==> src/rtl/nand_rd_seq.sv <==
module nand_rd_seq #(
  parameter int HOLD = 2,
  parameter logic [7:0] CMD_READ   = 8'h00,
  parameter logic [7:0] CMD_START  = 8'h30,
  parameter logic [7:0] CMD_RND    = 8'h05,
  parameter logic [7:0] CMD_RNDEND = 8'hE0
) (
  input  logic        clk,
  input  logic        rst_n,
  input  logic        req_valid,
  output logic        req_ready,
  input  logic        req_op,
  input  logic [15:0] req_col,
  input  logic [19:0] req_page,
  input  logic        req_five,
  output logic        nand_ce_n,
  output logic        nand_cle,
  output logic        nand_ale,
  output logic        nand_we_n,
  output logic [7:0]  nand_io,
  output logic        done
);
  localparam int PH_W = $clog2(HOLD + 1);
  localparam logic [PH_W-1:0] PH_LAST = PH_W'(HOLD);

  logic            busy, done_q;
  logic [2:0]      idx;
  logic [PH_W-1:0] ph;
  logic            op_q, five_q;
  logic [15:0]     col_q;
  logic [19:0]     page_q;

  logic       step_cmd;
  logic [7:0] step_byte;
  logic [2:0] last_idx;

  assign last_idx = op_q ? 3'd3 : (five_q ? 3'd6 : 3'd5);

  always_comb begin
    step_cmd  = 1'b0;
    step_byte = 8'h00;
    case (idx)
      3'd0: begin step_cmd = 1'b1; step_byte = op_q ? CMD_RND : CMD_READ; end
      3'd1: step_byte = col_q[7:0];
      3'd2: step_byte = col_q[15:8];
      3'd3: begin
        step_cmd  = op_q;
        step_byte = op_q ? CMD_RNDEND : page_q[7:0];
      end
      3'd4: step_byte = page_q[15:8];
      3'd5: begin
        step_cmd  = !five_q;
        step_byte = five_q ? {4'h0, page_q[19:16]} : CMD_START;
      end
      default: begin step_cmd = 1'b1; step_byte = CMD_START; end
    endcase
  end

  always_ff @(posedge clk or negedge rst_n) begin
    if (!rst_n) begin
      busy   <= 1'b0;
      done_q <= 1'b0;
      idx    <= '0;
      ph     <= '0;
      op_q   <= 1'b0;
      five_q <= 1'b0;
      col_q  <= '0;
      page_q <= '0;
    end else begin
      done_q <= 1'b0;
      if (!busy) begin
        if (req_valid) begin
          busy   <= 1'b1;
          idx    <= '0;
          ph     <= '0;
          op_q   <= req_op;
          five_q <= req_five;
          col_q  <= req_col;
          page_q <= req_page;
        end
      end else if (ph != PH_LAST) begin
        ph <= ph + 1'b1;
      end else begin
        ph <= '0;
        if (idx == last_idx) begin
          busy   <= 1'b0;
          done_q <= 1'b1;
        end else begin
          idx <= idx + 1'b1;
        end
      end
    end
  end

  assign req_ready = !busy;
  assign done      = done_q;
  assign nand_ce_n = !busy;
  assign nand_cle  = busy && step_cmd;
  assign nand_ale  = busy && !step_cmd;
  assign nand_we_n = !(busy && ph != PH_LAST);
  assign nand_io   = busy ? step_byte : 8'h00;
endmodule

==> config.mk <==
export PLATFORM = sky130hd
export DESIGN_NAME = nand_rd_seq
export DESIGN_NICKNAME = d
export VERILOG_FILES = /design/src/rtl/nand_rd_seq.sv
export SDC_FILE = /design/constraint.sdc
export NUM_CORES = 1
export LEC_CHECK = 0
export BUFFER_PORTS_ARGS = -buffer_cell sky130_fd_sc_hd__buf_2
export CAP_MARGIN = 20
export CORE_AREA = 2 2 59 89
export CTS_CLUSTER_SIZE = 14
export DETAILED_ROUTE_END_ITERATION = 6
export DIE_AREA = 0 0 61 91
export PLACE_DENSITY_LB_ADDON = 0.3
export SLEW_MARGIN = 20
export SYNTH_ARGS = -nofsm -noshare
export SYNTH_HDL_FRONTEND = slang
export SYNTH_SLANG_ARGS = --single-unit
==> constraint.sdc <==
create_clock -name clk -period 1.6 [get_ports clk]
set_input_delay 0.16 -clock clk [delete_from_list [all_inputs] [get_ports clk]]
set_output_delay 0.16 -clock clk [all_outputs]
set_load 0.05 [all_outputs]
# After elaboration in Yosys (flattened, before gate mapping)
# Index checks and enable logic that the tools add are counted.
dict set report op_classes {
  add_sub_neg 2
  n_eq_ne 9
  shift 0
  bitwise 1
  n_mul 0
  n_reduce_logical 12
  div_mod_pow 0
  mux 22
  n_lt_le_gt_ge 0
}
# operator count
set ops {}
lappend ops {{$pmux W8 S6} 1}
lappend ops {{$mux W3} 6}
lappend ops {{$mux W8} 2}
lappend ops {{$mux W2} 4}
lappend ops {{$mux W1} 7}
lappend ops {{$eq A3 B2 Y1 const B} 2}
lappend ops {{$eq A3 B3 Y1 const B} 2}
lappend ops {{$mux W6} 1}
lappend ops {{$ne A2 B2 Y1 const B} 3}
lappend ops {{$logic_not A1 Y1} 4}
lappend ops {{$add A3 B1 Y3 const B} 1}
lappend ops {{$eq A3 B1 Y1 const B} 1}
lappend ops {{$eq A3 B3 Y1} 1}
lappend ops {{$logic_and A1 B1 Y1} 3}
lappend ops {{$logic_not A3 Y1} 1}
lappend ops {{$pmux W1 S3} 1}
lappend ops {{$reduce_and A3 Y1} 1}
lappend ops {{$reduce_or A3 Y1} 1}
lappend ops {{$add A2 B1 Y2 const B} 1}
lappend ops {{$reduce_and A2 Y1} 1}
lappend ops {{$reduce_bool A2 Y1} 1}
lappend ops {{$not A1 Y1} 1}
dict set report word_totals {
  input_bits 41
  latch_bits 0
  reg_bits 45
  ramBits 0
  wordCells 54
  rom_bits 0
  output_inout_bits 14
  n_memories 0
}

# Depth between registers and ports, before layout
# Gate-level depths: netlist (run 1).
dict set report depth {
  ltp_word 6
  mapped_depth 7
}

# Least setup slack after synthesis (run 1)
# OpenSTA, ideal clock, no wires.
dict set report synth_path {
  path_kind {register -> output}
  startpoint {reg idx[1]}
  endpoint {out nand_io[2]}
  stages_incl_launch_ff 7
  n_path_buf 1
  path_slack_ns -0.588
  required_ns 1.440
  t_arrival_ns 2.028
  path_cell_list {dfrtp_1 -> inv_1 -> ha_1 -> clkbuf_1 -> and3_1 -> a22oi_1 -> a21oi_1}
}
dict set report synth_between {
  elab_chain_cells 3
  word_cells_on_any_way 8
}
# item line
set synth_lines {}
lappend synth_lines {{start: declaration} 27} ;# logic [2:0] idx;
lappend synth_lines {{start signal: assignment} 89} ;# idx <= idx + 1'b1;
lappend synth_lines {{$eq A3 B3 Y1, or another cell as far along} 42} ;# case (idx)
lappend synth_lines {{$pmux W8 S6 (*)} 42}
lappend synth_lines {{$mux W8 (*)} 101} ;# assign nand_io = busy ? step_byte : 8'h00;
lappend synth_lines {{end: declaration} 20} ;# output logic [7:0] nand_io,
# Every way passes the cells marked *; elsewhere a longest branch is shown, timed or not.

# Worst setup path after layout (run 1)
dict set report layout_path {
  startpoint {reg idx[0]}
  endpoint {out nand_io[5]}
}
# Same word-level chain as after synthesis.

==> results of run 1 <==
[cell type report]
type                       count  area, um^2  area share
multi-input combinational    116        1200       0.381
clock inverter                 2        35.0      0.0111
timing repair buffer          85         603       0.192
inverter                       6        27.5     0.00875
tap                           66        82.6      0.0263
sequential                    45        1130       0.359
clock buffer                   5        68.8      0.0219
[logic make-up after synthesis]
family | count (synthesis) | synth area share
AO/OA/AOI/OAI | 40 | 0.125
adder cells (fa/ha/maj) | 6 | 0.0341
buffers and inverters | 16 | 0.0415
flip-flops | 45 | 0.512
multiplexers | 42 | 0.213
AND/OR/NAND/NOR | 28 | 0.0740
[report_power, final]
| group | internal [W] | switching [W] | leakage, nW |
|---|---|---|---|
| logic | 0.00208 | 0.00239 | 0.840 |
| clock network | 0.000454 | 0.000369 | 0.0540 |
| registers | 0.00167 | 0.000382 | 0.552 |
| total | 0.00420 | 0.00314 | 1.45 |
[sequential cells by signal, indices dropped and copies added, names as in the netlist]
| signal | flops |
|---|---|
| ph | 2 |
| page_q | 20 |
| five_q | 1 |
| op_q | 1 |
| idx | 3 |
| col_q | 16 |
| done | 1 |
| busy | 1 |
[per-stage QoR]
step	worst slack (ps)	total power, W
floorplan	-167	0.00476
global placement	-402	0.00567
detailed placement	-401	0.00574
CTS	-611	0.00722
global route	-671	0.00780
finish	-588	0.00735
[layer usage]
layer,vias to the layer above,routed length (um)
li1,806,-
met1,853,2000
met2,43,2720
met3,9,187
met4,0,134
met5,-,0
[critical path, cell delays in order, from the launching register on]
cell	delay, ps
dfrtp_2	450
buf_4	160
ha_4	170
or4_4	570
o21ai_4	100
o21a_4	140
buf_8	130
[timing repair]
| item | in CTS | in global routing |
|---|---|---|
| gates resized for setup | 34 | 13 |
| endpoints found under the setup margin | 10 | 13 |
| pin swaps | 5 | 7 |
| buffers inserted | 7 | 1 |
| endpoints found under the hold margin | 45 | 0 |
| hold buffers | 1 | 0 |
[layout by cell type, fill, tap and decap left out, types with 2 or more instances in the layout]
cell       n
dfrtp_1   42
o21ai_0    5
buf_2     44
nor2_4     3
ha_4       6
buf_4     26
o21ai_1    2
o31ai_1    2
buf_6     10
and2_4     2
inv_1      4
mux2_1    38
nand3_1    2
a21oi_4    5
o211ai_1   2
a222oi_1   4
nor2b_4    2
nor2b_1    2
a22oi_1    9
dfrtp_2    3
buf_8      3
nand2_1    3
mux2i_1    3
clkbuf_8   5
o21a_4     2
a21oi_1    5
nor2_1     4
[worst paths after layout]
kind | start | slack (ps) | cells after the start | end
setup / recovery | idx[0]$_DFFE_PN0P_ | -590 | 6 | nand_io[5]
hold / removal | req_valid | 50 | 2 | ph[1]$_DFFE_PN0P_
setup reg to reg | idx[1]$_DFFE_PN0P_ | 20 | 6 | idx[0]$_DFFE_PN0P_
hold reg to reg | page_q[6]$_DFFE_PN0P_ | 490 | 1 | page_q[6]$_DFFE_PN0P_
max in group asynchronous | rst_n | 720 | 3 | idx[1]$_DFFE_PN0P_
min in group asynchronous | rst_n | 470 | 3 | page_q[7]$_DFFE_PN0P_
==> metrics.csv, run 1 <==
stage,metric,value,unit
route,dr.pass1.iters,4,
logic_synthesis,ys_top_cells_by_count,"45 x dfrtp_1, 38 x mux2_1, 10 x a21oi_1",
clock_tree,cts.sinks,45,
place,place.gp.congestion,0.817,
clock_tree,clockRootBuffer,clkbuf_8,
floorplanning,dieArea,0.00555,mm^2
clock_tree,worstSkewPairLatency,300,ps
finish,nFillCells,373,
logic_synthesis,ys_seq_elements,45,
floorplanning,design.core.area,0.00477,mm^2
floorplanning,die_y,91,um
sta,hold_violations,0,
clock_tree,clkSlewWorstSetupHoldPaths,80,ps
logic_synthesis,synth_area,0.00220,mm^2
floorplanning,placementRows,31,
floorplanning,die_x,61,um
logic_synthesis,netlist.area_leader.share,0.512,
logic_synthesis,yosysTopAreaCell,dfrtp_1,
place,hpwl,3590,um
run_status,violations,setup timing,
finish,antenna_cells,0,
job,drv_cap,0,
grt,track_usage,0.208,
logic_synthesis,synthesis.nets,224,
setup_path,startpoint_type,flip-flop,
finish,layoutNonFillerInstCount,325,
sta,hold_ws,48.2,ps
min_path,hold_path.class,in2reg,
logic_synthesis,yosys_most_used_dff,dfrtp_1,
setup_path,critPathArrivalTime,2030,ps
setup_path,required,1440,ps
logic_synthesis,synth_edf_count,0,
sta,slew_headroom,0.622,
setup_path,endpoint_kind,output pin,
grt,first_global_vias,1826,
pwr,vdd_drop_max,1.47,mV
grt,grt_use_met3,0.0385,
clock_tree,cts_htree_levels,2,
logic_synthesis,seq_area_frac_synth,0.512,
route,drt_iter0_markers,47,
grt,grtUsageMet2,0.349,
floorplanning,start_util,0.461,
sta,drv_slew,0,
route,wire_per_inst,15.5,um
route,final_antenna_net_count,0,
floorplanning,pin_count,55,
route,vias,1711,
sta,fin_crit,2190,ps
finish,fin_area,0.00314,mm^2
sta,clock_skew,2.89,ps
sta,report.final.setup_viol,10,
grt,grt-ovfl-total,0,
sta,setup-tns-final,-5520,ps
logic_synthesis,synth-async-reset-ratio,1.00,
grt,grt_pass1_wl,8590,um
grt,grt_max_degree,46,
sta,rsz0062_at_grt,yes,
setup_path,critical_path_class,reg2out,
logic_synthesis,synth.area.top_cells,"dfrtp_1 51%, mux2_1 19%, ha_1 3.4%",
pwr,p_leak,1.45,nW
grt,antenna_found_initial,0,
sta,fmax,457,MHz
logic_synthesis,ys_types,36,
logic_synthesis,synth.avg_cell_area,12.4,um^2
pwr,pwr_density_cell,2340,mW/mm^2
run_status,status,"finished, violations left",
setup_path,worstPathMaxFanout,5,
place,post_dp_cell_area,0.00279,mm^2
route,post-route-drc-count,0,
grt,use_met1,0.251,
clock_tree,cts_buffers,5,
grt,top_usage_layer,met2,
route,drt-total-wl,5040,um
place,dp_cells,309,
clock_tree,tritoncts,yes,
logic_synthesis,ys_warn_count,0,
finish,utilization,0.659,
logic_synthesis,syn_inst,177,
clock_tree,clock_path_buffers,2,
logic_synthesis,synth.most_common_cell,dfrtp_1,
route,viasPerCell,5.26,
sta,tightest_slew,567,ps
finish,nets,306,
sta,fin_ws,-588,ps
place,io_buffers,54,
finish,drive_gt1_frac,0.479,
finish,areaGrowthSynthToFinish,42.9,%
sta,timing.final.crit_share,1.37,
Note: power is estimated with default switching activity, not from simulation.
==> run 2: changes to the inputs <==
Settings changed: CORE_AREA 2 2 59 89 to 4 4 61 91, DIE_AREA 0 0 61 91 to 0 0 65 95.
Clock period 1.6 ns to 1.9 ns, I/O delays scaled along.
==> metrics.csv, run 2 (synthesis gave the netlist of run 1 again) <==
stage,metric,value,unit,change
run_status,status,"finished, violations left",,unchanged
run_status,violations,setup timing,,unchanged
pwr,pwr-share-comb,0.588,,was 0.609
finish,final_cell_mix,"44 x buf_2, 43 x dfrtp_1, 38 x mux2_1",,"was 44 x buf_2, 42 x dfrtp_1, 38 x mux2_1"
sta,hold_ws,74.4,ps,was 48.2 ps
setup_path,regToRegSetupSlack,200,ps,was 20 ps
sta,rsz0062_at_grt,yes,,unchanged
sta,clock_skew,6.87,ps,was 2.89 ps
sta,report.final.setup_viol,10,,unchanged
floorplanning,start_util,0.461,,unchanged
setup_path,reg2reg_to,idx[0]$_DFFE_PN0P_,,unchanged
setup_path,cp_cell_sequence,ha_4 > ha_4 > or4_4 > o21ai_4 > o21a_1 > buf_6,,was buf_4 > ha_4 > or4_4 > o21ai_4 > o21a_4 > buf_8
sta,timing.final.crit_share,1.20,,
pwr,p_seq_frac,0.294,,was 0.279
finish,final_common_cell,buf_2,,unchanged
setup_path,cpMaxStageDelayCell,or4_4,,unchanged
clock_tree,clock_path_buffers,2,,unchanged
route,dr.pass1.iters,4,,unchanged
setup_path,rr_startpoint,idx[1]$_DFFE_PN0P_,,unchanged
min_path,holdPathEnd,ph[1]$_DFFE_PN0P_,,unchanged
grt,grt_max_degree,39,,was 46
route,final_antenna_net_count,0,,unchanged
sta,fmax,438,MHz,
clock_tree,cts.sinks,45,,unchanged
min_path,min_from,req_valid,,unchanged
route,wire_per_inst,16.2,um,was 15.5 um
place,io_buffers,54,,unchanged
clock_tree,clockRootBuffer,clkbuf_8,,unchanged
place,place.gp.congestion,0.877,,was 0.817
finish,reg_top3,"page_q (20), col_q (16), idx (3)",,unchanged
setup_path,critical_path_class,reg2out,,unchanged
pwr,p_sw,0.00257,W,was 0.00314 W
sta,setup-tns-final,-3280,ps,was -5520 ps
grt,grt-ovfl-total,0,,unchanged
clock_tree,cts_htree_levels,2,,unchanged
pwr,internal-power,0.00331,W,was 0.00420 W
sta,hold_violations,0,,unchanged
floorplanning,die_x,65,um,was 61 um
sta,drv_slew,0,,unchanged
route,drt_iter0_markers,61,,was 47
floorplanning,placementRows,31,,unchanged
grt,track_usage,0.181,,was 0.208
setup_path,worstPathMaxFanout,5,,unchanged
clock_tree,worstSkewPairLatency,300,ps,about the same
job,drv_cap,0,,unchanged
finish,largest_reg_flops,20,,unchanged
pwr,pwr_density_cell,1930,mW/mm^2,was 2340 mW/mm^2
setup_path,required,1710,ps,was 1440 ps
pwr,p_leak,1.41,nW,was 1.45 nW
place,pre_cts_ws,-162,ps,was -401 ps
finish,nets,300,,was 306
finish,areaGrowthSynthToFinish,38.8,%,was 42.9%
grt,grt_pass1_wl,8480,um,was 8590 um
grt,antenna_found_initial,0,,unchanged
route,vias,1694,,was 1711
setup_path,critPathMostFrequentCell,ha_4,,
floorplanning,design.core.area,0.00477,mm^2,unchanged
clock_tree,tritoncts,yes,,unchanged
sta,slew_headroom,0.661,,was 0.622
setup_path,critPathArrivalTime,2090,ps,was 2030 ps
sta,fin_ws,-381,ps,was -588 ps
floorplanning,pin_count,55,,unchanged
floorplanning,die_y,95,um,was 91 um
finish,largest-register,page_q,,unchanged
grt,first_global_vias,1811,,was 1826
clock_tree,cts_buffers,5,,unchanged
finish,antenna_cells,0,,unchanged
setup_path,crit_path_max_incr_delay,590,ps,was 570 ps
pwr,clkPwrFrac,0.118,,was 0.112
pwr,swShare,0.438,,was 0.428
clock_tree,clkSlewWorstSetupHoldPaths,80,ps,about the same
finish,drive_gt1_frac,0.451,,was 0.479
sta,tightest_slew,509,ps,was 567 ps
setup_path,endpoint_kind,output pin,,unchanged
sta,fin_crit,2280,ps,
route,post-route-drc-count,0,,unchanged
min_path,min_delay_path_depth,2,,unchanged
place,hpwl,3720,um,was 3590 um
pwr,vdd_drop_max,0.979,mV,was 1.47 mV
setup_path,startpoint_type,flip-flop,,unchanged
min_path,hold_path.class,in2reg,,unchanged
route,drt-total-wl,5170,um,was 5040 um
floorplanning,dieArea,0.00618,mm^2,was 0.00555 mm^2
setup_path,reg2reg_depth,6,,unchanged
route,viasPerCell,5.31,,was 5.26
[run 2: worst max-delay path: cells and delay by family (launching register included)]
family	cells	cell delay, ps
AO/OA/AOI/OAI	2	230
buffers and inverters	1	160
flip-flops	1	460
AND/OR/NAND/NOR	1	590
adder cells (fa/ha/maj)	2	340
[run 2: through the flow]
step,std cells,instance area (um^2),utilization,power (W)
after global routing,319,3050,0.640,0.00625
after CTS,318,2970,0.622,0.00566
after detailed placement,306,2660,0.558,0.00443
after global placement,306,2660,0.558,0.00438
final,319,3050,0.640,0.00588
after floorplan,177,2220,-,0.00365
[run 2: cell type report]
type / count / area, um^2
clock buffer: 5 / 68.8
sequential: 45 / 1130
timing repair buffer: 79 / 551
multi-input combinational: 116 / 1160
clock inverter: 2 / 35.0
fill: 370 / 1720
inverter: 6 / 22.5
tap: 66 / 82.6
[run 2: power by group through the flow]
| stage | Clock [W] | Sequential (W) | Combinational, W |
|---|---|---|---|
| final | 0.000693 | 0.00173 | 0.00346 |
| after global routing | 0.000754 | 0.00179 | 0.00371 |
| after CTS | 0.000718 | 0.00171 | 0.00323 |
| after detailed placement | 0 | 0.00171 | 0.00272 |
| after global placement | 0 | 0.00169 | 0.00268 |
| after floorplan | 0 | 0.00162 | 0.00203 |
[run 2: how the worst max path moves through the flow]
stage                             from          to  slack [ps]  cells after the start
global route        idx[0]$_DFFE_PN0P_  nand_io[0]        -440                      8
detailed placement  idx[0]$_DFFE_PN0P_  nand_io[5]        -160                      6
floorplan           idx[0]$_DFFE_PN0P_  nand_io[6]        -270                      6
global placement    idx[0]$_DFFE_PN0P_  nand_io[5]        -150                      6
finish              idx[0]$_DFFE_PN0P_  nand_io[5]        -380                      6
CTS                 idx[0]$_DFFE_PN0P_  nand_io[3]        -360                      7
[run 2: repair_timing]
action                                  in CTS  in global routing
endpoints found under the setup margin      10                 10
hold endpoints to repair                    13                  0
pin swaps                                    8                  4
hold buffers                                 1                  0
gates resized for setup                     45                 12
setup buffers                                4                  1
[run 2: routing by layer]
metal	up-vias	track usage	routed length [um]
met5	-	0	0
met4	0	0.0899	124
met3	11	0.0369	274
met2	51	0.310	2750
met1	834	0.214	2020
li1	798	-	-
